--- src/rtl/mac_pkg.sv ---
package mac_pkg;
  // strobes from control to datapath
  typedef struct packed {
    logic load;    // capture operands and decode
    logic commit;  // final busy cycle: write outputs
  } macCtl_t;
endpackage

--- src/rtl/mac_datapath.sv ---
module mac_datapath
  import mac_pkg::*;
#(
  parameter int WIDTH  = 32,
  parameter int IDX_W  = 4,
  parameter int PC_IDX = 15,
  parameter int STEP   = 8,
  parameter int CNT_W  = 3
) (
  input  logic             clk,
  input  logic             rstN,
  input  macCtl_t          ctl,
  input  logic [IDX_W-1:0] idxDest,
  input  logic [IDX_W-1:0] idxAcc,
  input  logic [IDX_W-1:0] idxMcand,
  input  logic [IDX_W-1:0] idxMplier,
  input  logic [WIDTH-1:0] opMcand,
  input  logic [WIDTH-1:0] opMplier,
  input  logic [WIDTH-1:0] opAcc,
  input  logic             accEn,
  input  logic             setFlags,
  output logic [CNT_W-1:0] latency,
  output logic [WIDTH-1:0] result,
  output logic             destWr,
  output logic             flagN,
  output logic             flagZ,
  output logic             illegal,
  output logic [CNT_W-1:0] cyclesUsed
);
  localparam int NUM_STAGES = WIDTH / STEP;
  localparam logic [IDX_W-1:0] PC_SEL = IDX_W'(PC_IDX);

  // decode of incoming request
  logic                 illegalIn;
  logic [NUM_STAGES-1:1] fits;
  logic [CNT_W-1:0]     arrayCnt;

  assign illegalIn = (idxDest == PC_SEL) || (idxAcc == PC_SEL) ||
                     (idxMcand == PC_SEL) || (idxMplier == PC_SEL) ||
                     (idxDest == idxMcand);

  // upper bits above each byte boundary: all zeros or all ones
  genvar k;
  generate
    for (k = 1; k < NUM_STAGES; k++) begin : g_fit
      assign fits[k] = (&opMplier[WIDTH-1:STEP*k]) | ~(|opMplier[WIDTH-1:STEP*k]);
    end
  endgenerate

  always_comb begin
    arrayCnt = CNT_W'(NUM_STAGES);
    for (int j = NUM_STAGES - 1; j >= 1; j--) begin
      if (fits[j]) arrayCnt = CNT_W'(j);
    end
  end

  assign latency = illegalIn ? CNT_W'(1) : (arrayCnt + CNT_W'(accEn) + CNT_W'(1));

  // captured operation
  logic [WIDTH-1:0] mcandQ, mplierQ, accQ;
  logic             accEnQ, setFlagsQ, illegalQ;
  logic [CNT_W-1:0] latQ;
  logic [WIDTH-1:0] prodW, sumW;

  always_ff @(posedge clk) begin
    if (!rstN) begin
      mcandQ    <= '0;
      mplierQ   <= '0;
      accQ      <= '0;
      accEnQ    <= 1'b0;
      setFlagsQ <= 1'b0;
      illegalQ  <= 1'b0;
      latQ      <= '0;
    end else if (ctl.load) begin
      mcandQ    <= opMcand;
      mplierQ   <= opMplier;
      accQ      <= opAcc;
      accEnQ    <= accEn;
      setFlagsQ <= setFlags;
      illegalQ  <= illegalIn;
      latQ      <= latency;
    end
  end

  assign prodW = mcandQ * mplierQ;
  assign sumW  = prodW + (accEnQ ? accQ : '0);

  always_ff @(posedge clk) begin
    if (!rstN) begin
      result     <= '0;
      destWr     <= 1'b0;
      flagN      <= 1'b0;
      flagZ      <= 1'b0;
      illegal    <= 1'b0;
      cyclesUsed <= '0;
    end else begin
      destWr <= 1'b0;
      if (ctl.commit) begin
        illegal    <= illegalQ;
        cyclesUsed <= latQ;
        if (!illegalQ) begin
          result <= sumW;
          destWr <= 1'b1;
          if (setFlagsQ) begin
            flagN <= sumW[WIDTH-1];
            flagZ <= (sumW == '0);
          end
        end
      end
    end
  end

  AST_ILLEGAL_KEEPS_RESULT: assert property (@(posedge clk) disable iff (!rstN)
    (ctl.commit && illegalQ) |=> ($stable(result) && !destWr));
endmodule

--- src/rtl/mac_control.sv ---
module mac_control
  import mac_pkg::*;
#(
  parameter int CNT_W = 3
) (
  input  logic             clk,
  input  logic             rstN,
  input  logic             start,
  input  logic [CNT_W-1:0] latency,
  output macCtl_t          ctl,
  output logic             busy,
  output logic             done
);
  logic [CNT_W-1:0] remain;
  logic             busyQ;

  always_comb begin
    ctl.load   = start && !busyQ;
    ctl.commit = busyQ && (remain == '0);
  end

  always_ff @(posedge clk) begin
    if (!rstN) begin
      busyQ  <= 1'b0;
      remain <= '0;
      done   <= 1'b0;
    end else begin
      done <= ctl.commit;
      if (ctl.load) begin
        busyQ  <= 1'b1;
        remain <= latency - CNT_W'(1);
      end else if (ctl.commit) begin
        busyQ <= 1'b0;
      end else if (busyQ) begin
        remain <= remain - CNT_W'(1);
      end
    end
  end

  assign busy = busyQ;

  AST_DONE_SINGLE: assert property (@(posedge clk) disable iff (!rstN)
    done |=> !done);
  AST_LATENCY_NONZERO: assert property (@(posedge clk) disable iff (!rstN)
    ctl.load |-> (latency != '0));
endmodule

--- src/rtl/mac_unit.sv ---
module mac_unit
  import mac_pkg::*;
#(
  parameter int WIDTH  = 32,
  parameter int IDX_W  = 4,
  parameter int PC_IDX = 15,
  parameter int STEP   = 8,
  parameter int CNT_W  = $clog2(WIDTH / STEP + 3)
) (
  input  logic             clk,
  input  logic             rstN,
  input  logic             start,
  input  logic [IDX_W-1:0] idxDest,
  input  logic [IDX_W-1:0] idxAcc,
  input  logic [IDX_W-1:0] idxMcand,
  input  logic [IDX_W-1:0] idxMplier,
  input  logic [WIDTH-1:0] opMcand,
  input  logic [WIDTH-1:0] opMplier,
  input  logic [WIDTH-1:0] opAcc,
  input  logic             accEn,
  input  logic             setFlags,
  output logic             busy,
  output logic             done,
  output logic [WIDTH-1:0] result,
  output logic             destWr,
  output logic             flagN,
  output logic             flagZ,
  output logic             illegal,
  output logic [CNT_W-1:0] cyclesUsed
);
  localparam int MAX_LAT = WIDTH / STEP + 2;

  macCtl_t          ctl;
  logic [CNT_W-1:0] latency;

  mac_control #(.CNT_W(CNT_W)) u_ctrl (
    .clk    (clk),
    .rstN   (rstN),
    .start  (start),
    .latency(latency),
    .ctl    (ctl),
    .busy   (busy),
    .done   (done)
  );

  mac_datapath #(
    .WIDTH (WIDTH),
    .IDX_W (IDX_W),
    .PC_IDX(PC_IDX),
    .STEP  (STEP),
    .CNT_W (CNT_W)
  ) u_dp (
    .clk       (clk),
    .rstN      (rstN),
    .ctl       (ctl),
    .idxDest   (idxDest),
    .idxAcc    (idxAcc),
    .idxMcand  (idxMcand),
    .idxMplier (idxMplier),
    .opMcand   (opMcand),
    .opMplier  (opMplier),
    .opAcc     (opAcc),
    .accEn     (accEn),
    .setFlags  (setFlags),
    .latency   (latency),
    .result    (result),
    .destWr    (destWr),
    .flagN     (flagN),
    .flagZ     (flagZ),
    .illegal   (illegal),
    .cyclesUsed(cyclesUsed)
  );

  AST_WRITE_WITH_DONE: assert property (@(posedge clk) disable iff (!rstN)
    destWr |-> done);
  AST_RESULT_HOLD: assert property (@(posedge clk) disable iff (!rstN)
    !done |-> $stable(result));
  AST_CYCLES_RANGE: assert property (@(posedge clk) disable iff (!rstN)
    done |-> (cyclesUsed >= CNT_W'(1) && cyclesUsed <= CNT_W'(MAX_LAT)));
  AST_ZFLAG_MATCH: assert property (@(posedge clk) disable iff (!rstN)
    (flagZ != $past(flagZ)) |-> (flagZ == (result == '0)));
  AST_NFLAG_MATCH: assert property (@(posedge clk) disable iff (!rstN)
    (flagN != $past(flagN)) |-> (flagN == result[WIDTH-1]));
endmodule

--- config.mk ---
export PLATFORM = sky130hd
export DESIGN_NAME = mac_unit
export DESIGN_NICKNAME = d
export VERILOG_FILES = /design/src/rtl/mac_pkg.sv /design/src/rtl/mac_datapath.sv /design/src/rtl/mac_control.sv /design/src/rtl/mac_unit.sv
export SDC_FILE = /design/constraint.sdc
export NUM_CORES = 2
export LEC_CHECK = 0
export BUFFER_PORTS_ARGS = -buffer_cell sky130_fd_sc_hd__buf_2
export CAP_MARGIN = 0
export CELL_PAD_IN_SITES_DETAIL_PLACEMENT = 1
export CELL_PAD_IN_SITES_GLOBAL_PLACEMENT = 2
export CORE_MARGIN = 3
export CORE_UTILIZATION = 36
export CTS_CLUSTER_DIAMETER = 100
export CTS_CLUSTER_SIZE = 12
export DETAILED_ROUTE_END_ITERATION = 7
export PLACE_DENSITY_LB_ADDON = 0.1
export SLEW_MARGIN = 20
export SYNTH_ARGS = -nofsm -noshare
export SYNTH_HDL_FRONTEND = slang
export SYNTH_SLANG_ARGS = --single-unit
--- constraint.sdc ---
create_clock -name clk -period 7.85 [get_ports clk]
set_clock_uncertainty 0.2 [all_clocks]
set_input_delay 1.1775 -clock clk [delete_from_list [all_inputs] [get_ports clk]]
set_output_delay 1.1775 -clock clk [all_outputs]
set_load 0.01 [all_outputs]
==> run_results.csv <==
group,metric,value,unit
timing,grt_setup_unrepaired,"true",
floorplanning,initial_core_util,36.6,%
floorplanning,pin_count,158,
routing,wl,75100,um
routing,vias,17762,
pwr,ir_drop,0.000187,V
cells_and_area,area_delta_synth_final,18.9,%
synthesis,synth_xor_area_share,3.49,%
routing,ant_nets,0,
synthesis,synth_fp_nets,3301,
clock_tree,clock-sinks,146,
synthesis,synth-compound-area-share,7.15,%
place,post-dp-hpwl,64200,um
synthesis,synth_top_area_share,38.6,%
pwr,internal_power,1.97,mW
timing,min_period,7810,ps
cells_and_area,drive_above_1_share,16.6,%
synthesis,async_reset_ff_share,0,%
synthesis,synth_seq_area_share,12.9,%
floorplanning,rows,91,
timing,relSlewSlack,29.8,%
pwr,combPwrFrac,47.4,%
critical_path,crit_type,"reg -> reg",
global_route,grt_pass1_vias,19946,
synthesis,synthAdderAreaFrac,45.6,%
critical_path,crit_fanout,13,
clock_tree,cts-hold-fix-buffers,0,
global_route,grt-ovfl-total,0,
clock_tree,cts_max_level,4,
synthesis,synth_edf_count,0,
cells_and_area,final.fill_count,7294,
pwr,leakagePower,13.2,nW
synthesis,synth_area,0.0227,mm^2
synthesis,synth-seq-cells,146,
timing,maxSlewViolCount,0,
cells_and_area,mostFrequentLayoutCells,"nand2_1, inv_1, fa_1",
clock_tree,clock-root-buffer,"clkbuf_16",
clock_tree,cts_max_path_buffers,2,
pwr,seq_power_share,26.3,%
global_route,grtUsageTotal,23.2,%
synthesis,synth_top_family_by_area,"adder cells",
run,max_cap_viol_count,0,
place,gp_congestion,0.878,
critical_path,cpPeakStageDelay,560,ps
routing,route.detailed.drc,0,
timing,worst_pin_slew,1050,ps
critical_path,crit_slowest_cell,"fa_1",
routing,drt_iter0_drc,795,
global_route,grt_max_degree,104,
routing,dr.pass1.iters,4,
pwr,p_sw,1.33,mW
global_route,grt_first_pass_wirelength,118000,um
place,io_buffers,157,
timing,finalHoldViolCount,0,
critical_path,critPathArrivalTime,7980,ps
synthesis,synthCells,2619,
timing,fmax,128,MHz
synthesis,synth_mux_area_share,0.176,%
floorplanning,die_height,257,um
cells_and_area,final_common_cell,"nand2_1",
timing,setup_tns,0,ps
pwr,clockPowerShare,26.3,%
clock_tree,tritoncts,"yes",
synthesis,synthSimpleGateAreaFrac,19.9,%
cells_and_area,nNetsFinal,3553,
outcome,status,"complete, no violations",
global_route,antenna_found_initial,4,
clock_tree,clock_latency,480,ps
timing,fin_crit_sh,99.5,%
synthesis,syn_avg_cell_area,8.68,um^2
floorplanning,core,0.0621,mm^2
clock_tree,clkTransAtPathRegs,80,ps
pwr,power.density,122,mW/mm^2
critical_path,startpoint_type,"flop",
synthesis,yosys.area.top_type,"fa_1",
clock_tree,cts-buffers-inserted,17,
hold_path,min_path_type,"reg -> reg",
cells_and_area,fin_util,43.5,%
routing,post_drt_wl_per_cell,20.2,um
critical_path,cp.required,8020,ps
critical_path,critPathCaptureType,"flop",
synthesis,ys_types,58,
synthesis,synth_warnings,0,
critical_path,cp_common_cell,"fa_1",
timing,setup_viol,0,
floorplanning,die_area,0.0662,mm^2
floorplanning,die_width,257,um
synthesis,synthTopCellsByArea,"fa_1, dfxtp_1, and2_1",
synthesis,synth_ff_type,"dfxtp_1",
pwr,switching_share,40.3,%
routing,vias_per_cell,4.77,
[final cells by class]
| cell class | instances | area (um^2) | share of cell area, % |
|---|---|---|---|
| Antenna cell | 2 | 5.00 | 0.0185 |
| Clock buffer | 19 | 453 | 1.68 |
| Clock inverter | 12 | 145 | 0.537 |
| Inverter | 511 | 1920 | 7.10 |
| Multi-Input combinational cell | 1820 | 17600 | 65.1 |
| Sequential cell | 146 | 2970 | 11.0 |
| Tap cell | 837 | 1050 | 3.88 |
| Timing Repair Buffer | 375 | 2910 | 10.8 |
[per-stage QoR]
step | setup slack, ps | hold WS, ps | instance area (um^2) | total power, mW | std cells
floorplan | 344 | 234 | 22700 | 1.65 | 2619
global placement | -194 | 248 | 25900 | 2.33 | 3668
detailed placement | -235 | 257 | 25900 | 2.35 | 3668
CTS | 3.69 | 267 | 26600 | 3.26 | 3700
global route | -165 | 284 | 27000 | 3.53 | 3722
finish | 37.2 | 255 | 27000 | 3.29 | 3722
[cells by family after synthesis]
logic type               Yosys count
AND/OR/NAND/NOR                  936
buffers and inverters            653
flip-flops                       146
AO/OA/AOI/OAI                    226
XOR/XNOR                          89
multiplexers                       4
adder cells (fa/ha/maj)          565
[sequential cells by signal (all words and copies together) (netlist names), 3 cells and up]
signal	flops
u_ctrl.remain	3
u_dp.accQ	32
u_dp.cyclesUsed	3
u_dp.latQ	3
u_dp.mcandQ	32
u_dp.mplierQ	32
u_dp.result	32
[power groups by stage]
stage                     logic, mW  registers, mW  clock network [mW]
after floorplan               0.800          0.854                   0
after global placement         1.44          0.882                   0
after detailed placement       1.47          0.884                   0
after CTS                      1.49          0.868               0.898
after global routing           1.73          0.875               0.923
final                          1.56          0.867               0.867
[critical path: cells and delay by family (launching register included)]
kind,cells,cell delay [ps]
DFF,1,330
xor gates and xnor gates,1,300
adders and majority gates,9,4270
AOI/OAI and AO/OA,6,1050
and+or+nand+nor,3,410
buffers and inverters,11,1090
[what timing repair did]
action	4_1_cts	5_1_grt
endpoints found under the setup margin	7	8
buffers inserted	1	18
cloned	0	2
pin swaps	5	33
gates resized for setup	16	67
[per-layer routing]
layer	share of wire (%)	track usage, %	vias up	wire [um]
met5	0	0	-	0
met2	46	37.1	278	34800
li1	-	-	8253	-
met3	3.5	3.59	69	2610
met4	1.8	5.17	0	1370
met1	48	33.3	9162	36300
[cell usage after synthesis (3+ instances only)]
cell and count:
and2_1 330, a22oi_1 3, nor2b_1 10, nand3_1 11, o21ai_1 3, a41oi_1 4
inv_1 511, dfxtp_1 146, nor2_1 31, a21boi_0 127, nor4_1 11, mux2i_1 4
or2_2 5, clkbuf_1 139, nor3_1 4, ha_1 127, o21a_1 3, a21oi_1 29
o211ai_1 5, xor2_1 19, nand2_1 506, a21o_1 5, xnor2_1 69, o211a_1 3
o31ai_1 3, a211oi_1 4, a2111oi_0 5, o21ai_0 14, o21bai_1 3, nand4_1 14
fa_1 438
[path summary, 6_finish.rpt]
path / startpoint / endpoint / slack (ps) / depth (start not counted)
setup reg to reg: u_dp.mcandQ[11]$_SDFFE_PN0P_ / u_dp.flagN$_SDFFE_PN0P_ / 40 / 30
hold reg to reg: u_dp.result[30]$_SDFFE_PN0P_ / u_dp.result[30]$_SDFFE_PN0P_ / 250 / 2
hold / removal: u_dp.result[30]$_SDFFE_PN0P_ / u_dp.result[30]$_SDFFE_PN0P_ / 250 / 2
setup / recovery: u_dp.mcandQ[11]$_SDFFE_PN0P_ / u_dp.flagN$_SDFFE_PN0P_ / 40 / 30
Power figures use the tool's default switching activity.
